**src/rtl/sar_seq_pkg.sv**
```systemverilog
package sar_seq_pkg;

    typedef enum logic [1:0] {
        ST_IDLE   = 2'd0,
        ST_SETTLE = 2'd1,
        ST_CONV   = 2'd2
    } seq_state_e;

    // synchronised level plus its value one system clock earlier
    typedef struct packed {
        logic level;
        logic prev;
    } sync_pair_t;

    function automatic logic rise_of(input sync_pair_t p);
        return p.level & ~p.prev;
    endfunction

    function automatic logic fall_of(input sync_pair_t p);
        return p.prev & ~p.level;
    endfunction

endpackage

```
**src/rtl/sar_edge_sync.sv**
```systemverilog
module sar_edge_sync
    import sar_seq_pkg::*;
#(
    parameter int STAGES = 2
) (
    input  logic       clk,
    input  logic       rst,
    input  logic       din,
    output sync_pair_t sp
);
    logic synced;
    logic prev_q;

    generate
        if (STAGES <= 1) begin : g_single
            logic s_q;
            always_ff @(posedge clk) begin
                if (rst) s_q <= 1'b0;
                else     s_q <= din;
            end
            assign synced = s_q;
        end else begin : g_chain
            logic [STAGES-1:0] sh_q;
            always_ff @(posedge clk) begin
                if (rst) sh_q <= '0;
                else     sh_q <= {sh_q[STAGES-2:0], din};
            end
            assign synced = sh_q[STAGES-1];
        end
    endgenerate

    always_ff @(posedge clk) begin
        if (rst) prev_q <= 1'b0;
        else     prev_q <= synced;
    end

    assign sp.level = synced;
    assign sp.prev  = prev_q;
endmodule

```
**src/rtl/sar_settle_timer.sv**
```systemverilog
module sar_settle_timer #(
    parameter int SETTLE_CYC = 8
) (
    input  logic clk,
    input  logic rst,
    input  logic start,
    output logic done
);
    localparam int CNT_W = $clog2(SETTLE_CYC + 1);

    logic [CNT_W-1:0] cnt_q;

    always_ff @(posedge clk) begin
        if (rst)                cnt_q <= '0;
        else if (start)         cnt_q <= CNT_W'(SETTLE_CYC);
        else if (cnt_q != '0)   cnt_q <= cnt_q - 1'b1;
    end

    assign done = (cnt_q == CNT_W'(1));
endmodule

```
**src/rtl/sar_bit_engine.sv**
```systemverilog
module sar_bit_engine #(
    parameter int DATA_W = 16
) (
    input  logic              clk,
    input  logic              rst,
    input  logic              load,
    input  logic              step_en,
    input  logic              cmp,
    output logic [DATA_W-1:0] code,
    output logic              last
);
    localparam int STEP_W = $clog2(DATA_W + 1);
    localparam logic [DATA_W-1:0] MSB_MASK = {1'b1, {(DATA_W-1){1'b0}}};

    logic [STEP_W-1:0] step_q;
    logic [DATA_W-1:0] code_q;
    logic [DATA_W-1:0] cur_mask;
    logic [DATA_W-1:0] next_mask;
    logic [DATA_W-1:0] code_n;

    always_comb begin
        cur_mask  = MSB_MASK >> step_q;
        next_mask = cur_mask >> 1;
        code_n    = (code_q & ~(cmp ? cur_mask : '0)) | next_mask;
    end

    always_ff @(posedge clk) begin
        if (rst) begin
            step_q <= '0;
            code_q <= '0;
        end else if (load) begin
            step_q <= '0;
            code_q <= MSB_MASK;
        end else if (step_en && !last) begin
            step_q <= step_q + 1'b1;
            code_q <= code_n;
        end
    end

    assign code = code_q;
    assign last = (step_q == STEP_W'(DATA_W));

    AST_STEP_BOUND: assert property (@(posedge clk) disable iff (rst)
        step_q <= STEP_W'(DATA_W));
    AST_DECIDED_BIT_KEPT: assert property (@(posedge clk) disable iff (rst)
        (step_en && !last && !load && !cmp) |=> ((code_q & $past(cur_mask)) != '0));
endmodule

```
**src/rtl/sar_conv_seq.sv**
```systemverilog
module sar_conv_seq
    import sar_seq_pkg::*;
#(
    parameter int DATA_W      = 16,
    parameter int SYNC_STAGES = 2,
    parameter int SETTLE_CYC  = 8
) (
    input  logic              clk,
    input  logic              rst,
    input  logic              sample_in,
    input  logic              cclk_in,
    input  logic              cmp_in,
    output logic              track_en,
    output logic [DATA_W-1:0] dac_code,
    output logic [DATA_W-1:0] data_out,
    output logic              busy
);
    localparam logic [DATA_W-1:0] MSB_ONLY = {1'b1, {(DATA_W-1){1'b0}}};

    sync_pair_t smp_sp;
    sync_pair_t ck_sp;
    logic       smp_fall;
    logic       ck_rise;
    logic       tmr_done;
    logic       eng_last;
    logic       commit;
    logic       finish;
    logic       eng_load;
    logic       eng_step;
    seq_state_e state_q;
    seq_state_e state_n;
    logic [DATA_W-1:0] data_q;

    sar_edge_sync #(.STAGES(SYNC_STAGES)) i_smp_sync (
        .clk(clk), .rst(rst), .din(sample_in), .sp(smp_sp));
    sar_edge_sync #(.STAGES(SYNC_STAGES)) i_ck_sync (
        .clk(clk), .rst(rst), .din(cclk_in), .sp(ck_sp));

    assign smp_fall = fall_of(smp_sp);
    assign ck_rise  = rise_of(ck_sp);

    assign commit   = (state_q == ST_IDLE) && smp_fall;
    assign eng_load = (state_q == ST_SETTLE) && tmr_done;
    assign eng_step = (state_q == ST_CONV) && ck_rise && !eng_last;
    assign finish   = (state_q == ST_CONV) && ck_rise && eng_last;

    sar_settle_timer #(.SETTLE_CYC(SETTLE_CYC)) i_timer (
        .clk(clk), .rst(rst), .start(commit), .done(tmr_done));

    sar_bit_engine #(.DATA_W(DATA_W)) i_engine (
        .clk(clk), .rst(rst), .load(eng_load), .step_en(eng_step),
        .cmp(cmp_in), .code(dac_code), .last(eng_last));

    always_comb begin
        state_n = state_q;
        unique case (state_q)
            ST_IDLE:   if (commit)   state_n = ST_SETTLE;
            ST_SETTLE: if (tmr_done) state_n = ST_CONV;
            ST_CONV:   if (finish)   state_n = ST_IDLE;
            default:                 state_n = ST_IDLE;
        endcase
    end

    always_ff @(posedge clk) begin
        if (rst) begin
            state_q <= ST_IDLE;
            data_q  <= '0;
        end else begin
            state_q <= state_n;
            if (finish) data_q <= dac_code;
        end
    end

    assign busy     = (state_q != ST_IDLE);
    assign track_en = (state_q == ST_IDLE) && smp_sp.level;
    assign data_out = data_q;

    AST_TRACK_ONLY_IDLE: assert property (@(posedge clk) disable iff (rst)
        track_en |-> !busy);
    AST_COMMIT_RAISES_BUSY: assert property (@(posedge clk) disable iff (rst)
        (!busy && smp_fall) |=> busy);
    AST_SETTLE_FREEZES_CODE: assert property (@(posedge clk) disable iff (rst)
        (state_q == ST_SETTLE && !tmr_done) |=> $stable(dac_code));
    AST_BUSY_FALL_WITH_DATA: assert property (@(posedge clk) disable iff (rst)
        $fell(busy) |-> (data_out == dac_code));
    AST_DATA_HOLDS: assert property (@(posedge clk) disable iff (rst)
        !finish |=> $stable(data_out));
    AST_SAMPLE_IGNORED_BUSY: assert property (@(posedge clk) disable iff (rst)
        (busy && smp_fall && !finish) |=> busy);
    AST_RESET_CLEARS: assert property (@(posedge clk)
        rst |=> (!busy && data_out == '0 && dac_code == '0));
    AST_MSB_FIRST: assert property (@(posedge clk) disable iff (rst)
        eng_load |=> (dac_code == MSB_ONLY));
endmodule

```
**config.mk**
```make
export PLATFORM = sky130hd
export DESIGN_NAME = sar_conv_seq
export DESIGN_NICKNAME = d
export VERILOG_FILES = /design/src/rtl/sar_seq_pkg.sv /design/src/rtl/sar_edge_sync.sv /design/src/rtl/sar_settle_timer.sv /design/src/rtl/sar_bit_engine.sv /design/src/rtl/sar_conv_seq.sv
export SDC_FILE = /design/constraint.sdc
export NUM_CORES = 1
export LEC_CHECK = 0
export BUFFER_PORTS_ARGS = -buffer_cell sky130_fd_sc_hd__buf_2
export CAP_MARGIN = 20
export CORE_MARGIN = 5
export CORE_UTILIZATION = 57
export CTS_BUF_LIST = sky130_fd_sc_hd__clkbuf_8
export CTS_CLUSTER_DIAMETER = 80
export CTS_CLUSTER_SIZE = 28
export DETAILED_ROUTE_END_ITERATION = 7
export GPL_TIMING_DRIVEN = 0
export PLACE_DENSITY = 0.82
export SYNTH_ARGS = -nofsm -noshare
export SYNTH_HDL_FRONTEND = slang
export SYNTH_SLANG_ARGS = --single-unit
```
**constraint.sdc**
```tcl
create_clock -name clk -period 2 [get_ports clk]
set_input_delay 0.5 -clock clk [delete_from_list [all_inputs] [get_ports clk]]
set_output_delay 0.5 -clock clk [all_outputs]
set_load 0.03 [all_outputs]
```
Word-level counts from Yosys, hierarchy flattened
Cells that the tools add are included.
Word-level totals
  bits in registers: 49
Operators by class
  shift operators: 1
  reductions and logical operators: 16
  eq/ne operators: 7
  bitwise logic cells: 7
  add/sub/neg operators: 2
  muxes and demuxes: 9
Operators by type and width (number)
  2-to-1 mux 16 bit: 3
  AND 16 bit: 1
  NOT 16 bit: 1
  bitwise OR 16 x 15 -> 16 bit: 1
  >> shifter 16 x 5 -> 16 bit, first input constant: 1
  2-to-1 mux 4 bit: 2
  logical AND 1 bit: 7
  2-to-1 mux 2 bit: 3
  != test 2 bit, second input constant: 3
  one-hot mux 2 bit (3 select lines): 1
  nonzero test 2 bit: 3
  adder 5 x 1 -> 5 bit, second input constant: 1
  == test 5 bit, second input constant: 1
  == test 4 x 1 -> 1 bit, second input constant: 1
  nonzero test 4 bit: 1
  OR reduction 2 bit: 2
  subtractor 4 x 1 -> 4 bit, second input constant: 1
  AND reduction 3 bit: 1
  AND 1 bit: 2
  == test 2 x 1 -> 1 bit, second input constant: 1
  == test 2 bit, second input constant: 1
  logical NOT 2 bit: 1
  NOT 1 bit: 2
  logical NOT 1 bit: 1

Longest topological paths before layout
  word-level depth: 7
  depth in mapped cells: 9
  mapped depth without buffers: 6

Hierarchy
From an unflattened synthesis, not the netlist that was laid out.
Second synthesis, totals
  cell total of the unflattened synthesis: 229
  area, all modules: 2232.1 um^2
Modules (own cells, without submodules)
  sar_bit_engine: area an instance 1037.2 um^2, instances 1, cells each 105
  sar_conv_seq: area an instance 778.2 um^2, instances 1, cells each 86
  sar_settle_timer: area an instance 229.0 um^2, instances 1, cells each 22
  sar_edge_sync: area an instance 93.8 um^2, instances 2, cells each 8

Worst setup path before layout
Ideal clock, no wire load.
  path kind: register to register
  start point: reg i_engine.step_q[0]
  end point: reg i_engine.code_q[13], in the netlist i_engine.code[13]
  slack: 0.304 ns
  setup time: 0.117 ns
  clock period less this slack: 1.696 ns
  buffers on the path: 1
  stages on the path, launching flop included: 8
  data arrival time: 1.579 ns
  cell sequence: dfxtp_1 > inv_1 > ha_1 > nor4bb_1 > buf_4 > nor3b_1 > a21oi_1 > a22o_1
On the way
  cells in the longest elaborated chain, start to end: 5
  elaborated cells between the ends (all ways): 9
  classes of those cells: eq/ne (1); shift (1); mux (1); bitwise (3); reduce/logical (3)
Ends and longest elaborated chain
  start: declaration: line sar_bit_engine.sv:15  | logic [STEP_W-1:0] step_q;
  start signal: assignment: line sar_bit_engine.sv:35  | step_q <= step_q + 1'b1;
  >> shifter 16 x 5 -> 16 bit: line sar_bit_engine.sv:22  | cur_mask = MSB_MASK >> step_q;
  2-to-1 mux 16 bit: line sar_bit_engine.sv:24  | code_n = (code_q & ~(cmp ? cur_mask : '0)) | next_mask;
  NOT 16 bit: line sar_bit_engine.sv:24
  AND 16 bit: line sar_bit_engine.sv:24
  bitwise OR 16 x 15 -> 16 bit: line sar_bit_engine.sv:24
  end signal: assignment: line sar_bit_engine.sv:36  | code_q <= code_n;
  end: declaration: line sar_bit_engine.sv:16  | logic [DATA_W-1:0] code_q;
Parallel ways exist; a longest one is shown, timed or not.
A chain may end at the register's enable or synchronous reset.

Final worst setup path
Ends and elaborated chain as after synthesis.

==> insert_results.sql <==
INSERT INTO impl_metrics (metric_group, metric, value, unit) VALUES
('placement', 'post-dp-hpwl', '3330', 'µm'),
('synthesis', 'synth_warnings', '0', ''),
('sta', 'hold_ws', '408', 'ps'),
('pwr', 'irDropWorstVdd', '574', 'µV'),
('worst_setup_path', 'critPathArrivalTime', '2060', 'ps'),
('pwr', 'power.switching_fraction', '26.7', '%'),
('synthesis', 'synth_area_per_cell', '8.93', 'µm²'),
('synthesis', 'yosysSeqAreaShare', '46.4', '%'),
('worst_setup_path', 'timing.rr.end', 'i_engine.code[13]$_SDFFE_PP0P_', ''),
('pwr', 'internal_power', '1.39', 'mW'),
('synthesis', 'synthCells', '237', ''),
('clock_tree', 'cts.clk_slew.worst_paths', '90', 'ps'),
('pwr', 'part_of_the_power_in_the_clock_network', '30.1', '%'),
('clock_tree', 'numCtsBuffers', '5', ''),
('clock_tree', 'cts.repair_timing.setup_buffer_count', '0', ''),
('worst_setup_path', 'critical_path.cell_chain', 'inv_1, ha_2, nor4bb_2, buf_4, nor3b_2, a21oi_1, a22o_1', ''),
('placement', 'place_area', '0.00237', 'mm²'),
('grt', 'globalRouteTotalUtil', '18.6', '%'),
('grt', 'grt_antenna_before_repair', '0', ''),
('floorplanning', 'chipHeight', '70.9', 'µm'),
('routing', 'antenna_left', '0', ''),
('routing', 'detailroute.via_count', '1795', ''),
('worst_setup_path', 'worstSetupEndpointType', 'register', ''),
('worst_hold_path', 'hold_path_class', 'in -> reg', ''),
('status', 'status', 'finished clean', ''),
('pwr', 'power.leakage', '1.03', 'nW'),
('worst_setup_path', 'crit_fanout', '8', ''),
('worst_setup_path', 'worstPathRequired', '2210', 'ps'),
('floorplanning', 'initial_utilization', '58.2', '%'),
('routing', 'postRouteWirelength', '4440', 'µm'),
('grt', 'grt_max_degree', '16', ''),
('grt', 'vias_in_the_first_global_route', '1632', ''),
('sta', 'minimum_clock_period_after_layout', '1850', 'ps'),
('clock_tree', 'cts_htree_levels', '2', ''),
('pwr', 'p_sw', '506', 'µW'),
('worst_setup_path', 'cp-startpoint', 'i_engine.step_q[0]$_SDFFE_PP0P_', ''),
('clock_tree', 'max-clock-path-buffers', '2', ''),
('worst_setup_path', 'crit-reg2reg-launch', 'i_engine.step_q[0]$_SDFFE_PP0P_', ''),
('pwr', 'comb_pwr_share', '14.1', '%'),
('pwr', 'seq_power_share', '55.8', '%'),
('sta', 'grt_setup_unrepaired', 'no', ''),
('routing', 'detail_route.drc_violations', '0', ''),
('placement', 'io_buffers', '38', ''),
('sta', 'fmax', '0.542', 'GHz'),
('worst_setup_path', 'cell_type_group_with_the_largest_total_delay_on_the_critical_path', 'simple AND/OR/NAND/NOR gates', ''),
('floorplanning', 'ioPinCount', '39', ''),
('clock_tree', 'cts.sink_count', '49', ''),
('clock_tree', 'postCtsHoldBufs', '0', ''),
('placement', 'gp_routability_congestion', '0.940', ''),
('synthesis', 'mappedNetlistArea', '0.00212', 'mm²'),
('worst_setup_path', 'slowest_stage', 'dfxtp_1', ''),
('floorplanning', 'design.core.area', '0.00363', 'mm²'),
('synthesis', 'synth_cell_type_count', '41', ''),
('final_layout', 'postLayoutCoreUtil', '68.1', '%'),
('floorplanning', 'core.rowCount', '22', ''),
('worst_setup_path', 'rr_worst_depth', '7', ''),
('floorplanning', 'die_width', '70.9', 'µm'),
('final_layout', 'layout.cells.most_common_list', '49 x dfxtp_1, 39 x nand2_1, 38 x buf_2', ''),
('final_layout', 'num_antenna_cells', '0', ''),
('synthesis', 'ys_async_sr_fraction', '0', '%'),
('routing', 'drt_first_pass_iters', '4', ''),
('synthesis', 'syn-num-nets', '251', ''),
('worst_setup_path', 'critical_path.max_stage_delay', '420', 'ps'),
('worst_setup_path', 'crit_type', 'reg -> reg', ''),
('final_layout', 'area_delta_synth_final', '17.0', '%'),
('final_layout', 'leading_cell_type_in_the_layout_fill_and_taps_excluded', 'dfxtp_1', ''),
('sta', 'worst-slew-pin-transition', '590', 'ps'),
('clock_tree', 'clk-insertion-delay-late', '310', 'ps'),
('worst_setup_path', 'timing.critical_path.from_type', 'register', ''),
('sta', 'max-slew-margin-rel', '60.7', '%'),
('worst_setup_path', 'worst-r2r-setup-slack', '150', 'ps');
-- how the worst min path moves through the flow --
stage / startpoint / endpoint / slack [ps] / cells after the start
final: cclk_in / i_ck_sync.g_chain.sh_q[0]$_SDFF_PP0_ / 410 / 2
after global routing: sample_in / i_smp_sync.g_chain.sh_q[0]$_SDFF_PP0_ / 440 / 2
after CTS: cclk_in / i_ck_sync.g_chain.sh_q[0]$_SDFF_PP0_ / 410 / 2
after detailed placement: i_ck_sync.g_chain.sh_q[0]$_SDFF_PP0_ / i_ck_sync.g_chain.sh_q[1]$_SDFF_PP0_ / 430 / 1
after global placement: i_ck_sync.g_chain.sh_q[0]$_SDFF_PP0_ / i_ck_sync.g_chain.sh_q[1]$_SDFF_PP0_ / 420 / 1
after floorplan: i_ck_sync.g_chain.sh_q[0]$_SDFF_PP0_ / i_ck_sync.g_chain.sh_q[1]$_SDFF_PP0_ / 410 / 1
-- cells by family (layout without fill, tap and decap cells) --
group | count (synthesis) | count (layout) | synth area share, %
simple gates | 104 | 104 | 25.1
flops | 49 | 49 | 46.4
fa+ha+maj | 9 | 9 | 5.32
buf+inv | 20 | 66 | 5.03
compound gates | 50 | 50 | 16.1
xor+xnor | 4 | 4 | 1.66
mux | 1 | 1 | 0.473
-- stage by stage --
step | instances | setup TNS (ps) | setup WS, ps
finish | 331 | 0 | 155
global route | 331 | 0 | 51.1
CTS | 331 | 0 | 116
detailed placement | 323 | -155 | -85.7
global placement | 323 | -124 | -77.1
floorplan | 237 | 0 | 304
-- flip-flops by register name, summed over array words and instances, names as in the netlist --
| name | count |
|---|---|
| i_engine.code | 16 |
| i_timer.cnt_q | 4 |
| i_ck_sync.g_chain.sh_q | 2 |
| i_smp_sync.prev_q | 1 |
| data_out | 16 |
| i_ck_sync.prev_q | 1 |
| state_q | 2 |
| i_engine.step_q | 5 |
| i_smp_sync.g_chain.sh_q | 2 |
-- routing by layer --
| metal | up-vias | routed length [µm] | GRT usage, % |
|---|---|---|---|
| li1 | 903 | - | - |
| met3 | 13 | 301 | 5.68 |
| met4 | 0 | 104 | 7.52 |
| met2 | 56 | 1990 | 28.6 |
| met5 | - | 0 | 0 |
| met1 | 823 | 2040 | 24.2 |
-- what timing repair did --
action	4_1_cts	5_1_grt
gates cloned	0	0
setup endpoints to repair	6	11
resized for setup	3	3
-- final cells by class --
cell class,count,area [µm²]
flip-flops and latches,49,981
fillers,309,1160
plain buffers,10,71.3
repair buffers,38,190
multi-input cells,168,1050
clock inverters,3,17.5
clock buffers,5,68.8
inverters,10,37.5
well taps,48,60.1
-- synth_stat cells, types with 3 or more instances --
| cell type | n | area (µm²) |
|---|---|---|
| o21ai_0 | 5 | 25.0 |
| and3_1 | 5 | 31.3 |
| ha_1 | 9 | 113 |
| nor3b_1 | 4 | 30.0 |
| or2_2 | 3 | 18.8 |
| buf_4 | 3 | 22.5 |
| nand4_1 | 4 | 25.0 |
| a22o_1 | 4 | 35.0 |
| inv_1 | 10 | 37.5 |
| nor3_1 | 5 | 25.0 |
| nand2_1 | 40 | 150 |
| a21oi_1 | 22 | 110 |
| a31oi_1 | 3 | 18.8 |
| a21oi_2 | 6 | 52.6 |
| a211oi_1 | 3 | 22.5 |
| nor2_1 | 16 | 60.1 |
| dfxtp_1 | 49 | 981 |
| nand3_1 | 6 | 30.0 |
| nor2b_1 | 7 | 43.8 |
| a32o_1 | 3 | 30.0 |
-- power by group through the flow --
stage | sequential (mW) | clock [mW] | combinational, mW
2_1_floorplan | 1.07 | 0 | 0.222
6_report | 1.06 | 0.570 | 0.267
4_1_cts | 1.06 | 0.572 | 0.269
3_3_place_gp | 1.08 | 0 | 0.262
3_5_place_dp | 1.08 | 0 | 0.269
5_1_grt | 1.06 | 0.613 | 0.308
Note: power is estimated with default switching activity, not from simulation.
